## src/rtl/pcr_pkg.sv

```systemverilog
// Package: shared types for the program counter ring.
// Assumes: nothing beyond IEEE 1800-2017.
package pcr_pkg;

    // Kind of update applied to the issuing thread's PC
    typedef enum logic [1:0] {
        FLOW_STEP = 2'd0,
        FLOW_SKIP = 2'd1,
        FLOW_JUMP = 2'd2,
        FLOW_TRAP = 2'd3
    } flow_kind_e;

endpackage

```

## src/rtl/pcr_slot_ctr.sv

```systemverilog
// Module: pcr_slot_ctr
// Rotates the issue slot across NTHR threads, one step per clock.
// Assumes: NTHR >= 2; synchronous active-low reset returns to thread 0.
module pcr_slot_ctr #(
    parameter int NTHR = 8,
    localparam int TW  = $clog2(NTHR)
) (
    input  logic          clk_i,
    input  logic          rst_ni,
    output logic [TW-1:0] slot_o,
    output logic [NTHR-1:0] slot_oh_o
);

    localparam logic [TW-1:0] LAST = TW'(NTHR - 1);

    logic [TW-1:0] slot_q;

    // Advance the slot, wrapping after the last thread
    always_ff @(posedge clk_i) begin
        if (!rst_ni)
            slot_q <= '0;
        else if (slot_q == LAST)
            slot_q <= '0;
        else
            slot_q <= slot_q + TW'(1);
    end

    // One-hot view of the issuing thread
    for (genvar g = 0; g < NTHR; g++) begin : g_oh
        assign slot_oh_o[g] = (slot_q == TW'(g));
    end

    assign slot_o = slot_q;

endmodule

```

## src/rtl/pcr_next_pc.sv

```systemverilog
// Module: pcr_next_pc
// Resolves the issuing thread's next PC from step, skip, jump and trap.
// Assumes: all inputs belong to the same slot; jump outranks skip,
// and a trap replaces the flow result, which is kept as return address.
module pcr_next_pc
    import pcr_pkg::*;
#(
    parameter int ADDR_W = 16
) (
    input  logic [ADDR_W-1:0] cur_pc_i,
    input  logic              jmp_i,
    input  logic [ADDR_W-1:0] jmp_tgt_i,
    input  logic              skip_i,
    input  logic              trap_i,
    input  logic [ADDR_W-1:0] vec_i,
    output logic [ADDR_W-1:0] flow_pc_o,
    output logic [ADDR_W-1:0] new_pc_o,
    output flow_kind_e        kind_o
);

    // Classify the update for this slot
    always_comb begin
        if (trap_i)
            kind_o = FLOW_TRAP;
        else if (jmp_i)
            kind_o = FLOW_JUMP;
        else if (skip_i)
            kind_o = FLOW_SKIP;
        else
            kind_o = FLOW_STEP;
    end

    // Flow address ignoring the trap (modulo 2^ADDR_W)
    always_comb begin
        if (jmp_i)
            flow_pc_o = jmp_tgt_i;
        else if (skip_i)
            flow_pc_o = cur_pc_i + ADDR_W'(2);
        else
            flow_pc_o = cur_pc_i + ADDR_W'(1);
    end

    // Final PC written back for the issuing thread
    always_comb begin
        new_pc_o = (kind_o == FLOW_TRAP) ? vec_i : flow_pc_o;
    end

endmodule

```

## src/rtl/pcr_pc_bank.sv

```systemverilog
// Module: pcr_pc_bank
// Holds one PC per thread; writes only the selected thread, reads by slot.
// Assumes: wr_oh_i is one-hot; each PC resets to its own vector.
module pcr_pc_bank #(
    parameter int               NTHR       = 8,
    parameter int               ADDR_W     = 16,
    parameter logic [ADDR_W-1:0] VEC_BASE  = 16'h0100,
    parameter int               VEC_STRIDE = 4,
    localparam int              TW         = $clog2(NTHR)
) (
    input  logic              clk_i,
    input  logic              rst_ni,
    input  logic [NTHR-1:0]   wr_oh_i,
    input  logic [ADDR_W-1:0] wr_pc_i,
    input  logic [TW-1:0]     rd_sel_i,
    output logic [ADDR_W-1:0] rd_pc_o
);

    logic [ADDR_W-1:0] pc_q [NTHR];

    for (genvar g = 0; g < NTHR; g++) begin : g_pc
        localparam logic [ADDR_W-1:0] RST_PC = VEC_BASE + ADDR_W'(VEC_STRIDE * g);

        // Per-thread PC register, loaded only in its own slot
        always_ff @(posedge clk_i) begin
            if (!rst_ni)
                pc_q[g] <= RST_PC;
            else if (wr_oh_i[g])
                pc_q[g] <= wr_pc_i;
        end
    end

    // Read port for the issuing thread
    always_comb begin
        rd_pc_o = pc_q[rd_sel_i];
    end

endmodule

```

## src/rtl/pcr_ring.sv

```systemverilog
// Module: pcr_ring (top)
// Barrel-thread PC ring: rotates issue across threads, presents the
// fetch address and applies step/skip/jump/interrupt updates.
// Assumes: flow inputs describe the issuing thread in the same slot;
// an interrupt is taken only in its own thread's slot when enabled.
module pcr_ring
    import pcr_pkg::*;
#(
    parameter int               NTHR       = 8,
    parameter int               ADDR_W     = 16,
    parameter logic [ADDR_W-1:0] VEC_BASE  = 16'h0100,
    parameter int               VEC_STRIDE = 4,
    localparam int              TW         = $clog2(NTHR)
) (
    input  logic              clk_i,
    input  logic              rst_ni,
    input  logic [NTHR-1:0]   irq_i,
    input  logic [NTHR-1:0]   irq_en_i,
    input  logic              jmp_i,
    input  logic [ADDR_W-1:0] jmp_tgt_i,
    input  logic              skip_i,
    output logic [ADDR_W-1:0] fetch_addr_o,
    output logic [TW-1:0]     fetch_thr_o,
    output logic              stall_o,
    output logic [ADDR_W-1:0] ret_addr_o
);

    logic [TW-1:0]     slot;
    logic [NTHR-1:0]   slot_oh;
    logic [ADDR_W-1:0] cur_pc;
    logic [ADDR_W-1:0] flow_pc;
    logic [ADDR_W-1:0] new_pc;
    logic [ADDR_W-1:0] vec;
    logic              trap;
    flow_kind_e        kind;

    pcr_slot_ctr #(.NTHR(NTHR)) u_slot (
        .clk_i     (clk_i),
        .rst_ni    (rst_ni),
        .slot_o    (slot),
        .slot_oh_o (slot_oh)
    );

    // Interrupt taken only for the issuing thread when enabled
    always_comb begin
        trap = |(irq_i & irq_en_i & slot_oh);
    end

    // Entry vector of the issuing thread
    always_comb begin
        vec = VEC_BASE + ADDR_W'(VEC_STRIDE) * ADDR_W'(slot);
    end

    pcr_next_pc #(.ADDR_W(ADDR_W)) u_next (
        .cur_pc_i  (cur_pc),
        .jmp_i     (jmp_i),
        .jmp_tgt_i (jmp_tgt_i),
        .skip_i    (skip_i),
        .trap_i    (trap),
        .vec_i     (vec),
        .flow_pc_o (flow_pc),
        .new_pc_o  (new_pc),
        .kind_o    (kind)
    );

    pcr_pc_bank #(
        .NTHR       (NTHR),
        .ADDR_W     (ADDR_W),
        .VEC_BASE   (VEC_BASE),
        .VEC_STRIDE (VEC_STRIDE)
    ) u_bank (
        .clk_i    (clk_i),
        .rst_ni   (rst_ni),
        .wr_oh_i  (slot_oh),
        .wr_pc_i  (new_pc),
        .rd_sel_i (slot),
        .rd_pc_o  (cur_pc)
    );

    // Drive outputs of the slot
    always_comb begin
        fetch_addr_o = cur_pc;
        fetch_thr_o  = slot;
        stall_o      = (kind == FLOW_TRAP);
        ret_addr_o   = flow_pc;
    end

endmodule

```

## config.mk

```make
export PLATFORM = sky130hd
export DESIGN_NAME = pcr_ring
export DESIGN_NICKNAME = d
export VERILOG_FILES = /design/src/rtl/pcr_pkg.sv /design/src/rtl/pcr_slot_ctr.sv /design/src/rtl/pcr_next_pc.sv /design/src/rtl/pcr_pc_bank.sv /design/src/rtl/pcr_ring.sv
export SDC_FILE = /design/constraint.sdc
export NUM_CORES = 1
export LEC_CHECK = 0
export BUFFER_PORTS_ARGS = -buffer_cell sky130_fd_sc_hd__buf_2
export CAP_MARGIN = 30
export CORE_MARGIN = 2
export CORE_UTILIZATION = 59
export DETAILED_ROUTE_END_ITERATION = 16
export HOLD_SLACK_MARGIN = 0.02
export PLACE_DENSITY = 0.8
export SYNTH_ARGS = -nofsm -noshare
export SYNTH_HDL_FRONTEND = slang
export SYNTH_SLANG_ARGS = --single-unit
```

## constraint.sdc

```tcl
create_clock -name clk_i -period 4.4 [get_ports clk_i]
set_input_delay 1.32 -clock clk_i [delete_from_list [all_inputs] [get_ports clk_i]]
set_output_delay 1.32 -clock clk_i [all_outputs]
set_load 0.02 [all_outputs]
```

==> summary.txt <==
Yosys Warn Count: 0
Worst endpoint data arrival time: 3050 ps
Final net count: 691
Hold Path Class: reg -> reg
Fillers: 686
Final Max Tran Viols: 0
Pre-antenna DRT Iters: 5
Relative slew slack: 32.5%
Total routed wirelength: 19.3 mm
DRT antenna net count: 0
H-tree Lvls: 4
Core Box Area: 10,900 sq um
Buf+Inv Stages, Crit Path: 5
First-pass GRT wire length: 28.4 mm
Syn_nets: 591
Rows: 38
Clk buf depth: 2
Area grow syn2layout: 21.2%
Setup tns final: 0 ps
Ant diodes: 0
TritonCTS buffer count: 17
Full die area: 12,200 sq um
FF+latch area: 3910 sq um
Sequential area share after synthesis: 58.4%
Die Width: 110 um
CP max stage delay: 490 ps
Antenna violations before repair: 0
Crit path capture type: output port
DR WL/cell: 24.2 um
CP Launch Type: register
Layout cell share with drive strength beyond 1: 30.3%
Port Buffers: 71
Max-capacitance violation count: 0
Multi-input gate area: 2650 sq um
CP startpoint: u_slot.slot_o[2]
Cell with the most instances after synthesis: edfxtp_1
Crit path cell chain: buf_6 -> clkinvlp_4 -> buf_4 -> nor2_1 -> a221oi_2 -> nand4b_1 -> or4_4 -> o221ai_4 -> inv_1 -> buf_2
CTS Root Cell: clkbuf_16
CP max FO: 23
Commonest cells post-synth: edfxtp_1 (128), nor2_1 (113), nand2_1 (50)
HP Start: u_slot.slot_o[2]
Setup ws final: 27.7 ps
Largest net degree at the start of global routing: 26
Most used DFF post-synth: edfxtp_1
Clk_skew: 10.3 ps
Final Non-Filler Cells: 800
Final Hold Viols: 0
Worst-Skew Late Latency: 420 ps
Fraction of registers with async set/reset: 0%
Area leader, netlist: edfxtp_1
Vias in the first global route: 5,115
1st-iter DRT viols: 778
Utilization after layout: 74.1%
Avg Cell Area, Syn: 12.2 sq um
Count of clock tree sinks: 131
Vias: 5,215
Vias/cell: 6.52
Hold_buf cts: 0
Min Tclk post-route: 4370 ps
Gpl congestion: 0.869
Initial Util: 61.2%
Slowest CP cell: or4_4
Final setup vio count: 0
Crit Path Category: reg -> out
Post-Syn Area: 6690 sq um
TritonCTS clock tree: done
VDD IR max: 0.000251 V
GRT overflow: 0
Power consumption: 3.65 mW
Yosys reg bits: 131
Post-Syn Instances: 547
LEAKAGE: 3.11 nW
Top-area cell type share of the netlist area: 57.5%
CP delay by family, top: simple AND/OR/NAND/NOR gates
CTS clk-pin slew, worst paths: 60 ps
Critical Path RT: 3080 ps
DRC viols: 0
Number of flops mapped to enable cells by yosys: 128
Gr usage total: 31.1%
Die H: 110 um
F_max: 229 MHz
Post-Place Cells: 755
Status: completed
Pwr/cell area: 450 nW/um^2
Synth area leaders: edfxtp_1 (57%), nor2_1 (6.3%), mux4_2 (6.1%)
Slew at the pin closest to its max-slew limit: 1010 ps
Library cells used by synthesis: 60
Io pins: 72
FF-to-FF Start: u_slot.slot_o[0]
Final period utilization: 99.4%
Post-Place Worst Slack: 229 ps
HPWL Detailed: 12.6 mm
sequential cells by signal (all words and copies together) (netlist names):
| register | cells |
|---|---|
| u_bank.pc_q | 128 |
| u_slot.slot_o | 3 |
timing repair:
action                                  in CTS  in global routing
endpoints found under the setup margin      10                 10
pin swaps                                    2                 10
buffers inserted                             1                  9
endpoints found under the hold margin        0                  0
cloned                                       2                  0
gates resized for setup                     16                 25
cell families after synthesis:
group	Yosys count	share of synthesized area, %
simple gates	249	17.2
flops	131	58.4
compound gates	54	6.75
buf+inv	52	4.21
mux	48	11.3
fa+ha+maj	8	1.50
xor+xnor	5	0.655
worst register-to-register path: cells and delay by family, from the launching register on:
kind,cells,cell delay [ps]
compound gates,3,890
fa+ha+maj,1,320
buf+inv,4,820
flops,1,410
simple gates,3,400
metrics by stage:
step | hold slack [ps] | area [sq um]
after floorplan | 867 | 6690
after CTS | 766 | 7920
after detailed placement | 716 | 7250
after global placement | 721 | 7240
after global routing | 753 | 8100
final | 749 | 8100
final timing paths:
| check | to | slack (ps) | cells past startpoint |
|---|---|---|---|
| max | ret_addr_o[15] | 30 | 10 |
| min | u_bank.pc_q[6][4] | 750 | 2 |
| max reg2reg | u_bank.pc_q[0][4] | 1270 | 11 |
| min reg2reg | u_bank.pc_q[6][4] | 750 | 2 |
report_power, final:
group / leakage [nW] / internal, mW / total (mW) / switching [mW]
logic: 1.55 / 0.307 / 0.874 / 0.566
registers: 1.30 / 1.46 / 1.49 / 0.0294
clock network: 0.258 / 0.763 / 1.29 / 0.524
total: 3.11 / 2.53 / 3.65 / 1.12
cells in the final DEF (no fill, tap or decap), types with 3 or more instances in the layout:
cell / instances
xor2_1: 3
o21ai_1: 7
or2_2: 6
a21oi_1: 4
o21ai_0: 7
clkinv_1: 6
nand4_1: 5
edfxtp_1: 128
o31a_1: 3
nand2_1: 47
nand2_2: 4
mux4_1: 3
buf_2: 70
clkbuf_16: 17
inv_1: 21
buf_12: 3
nor2b_1: 4
buf_4: 31
and2_1: 5
nand3_1: 26
ha_1: 6
clkinv_2: 4
nand2b_1: 10
nor3_1: 10
nor2_1: 111
or4_4: 3
mux2i_1: 25
a22oi_1: 3
mux4_2: 18
layer usage:
| metal | part of all wire, % | track usage [%] | vias to the layer above |
|---|---|---|---|
| met2 | 48 | 50.0 | 451 |
| met4 | 3.8 | 13.2 | 0 |
| met3 | 13 | 8.18 | 83 |
| met1 | 35 | 40.5 | 2470 |
| met5 | 0 | 0 | - |
| li1 | - | - | 2211 |
area by class of cell:
cell class                      instances  share of cell area, %
Sequential cell                       131                   48.2
Inverter                               24                   1.16
Tap cell                              140                   2.16
Clock inverter                         13                   1.16
Timing Repair Buffer                  109                   9.20
Multi-Input combinational cell        364                   32.7
Clock buffer                           19                   5.34
Note: power is estimated with default switching activity, not from simulation.
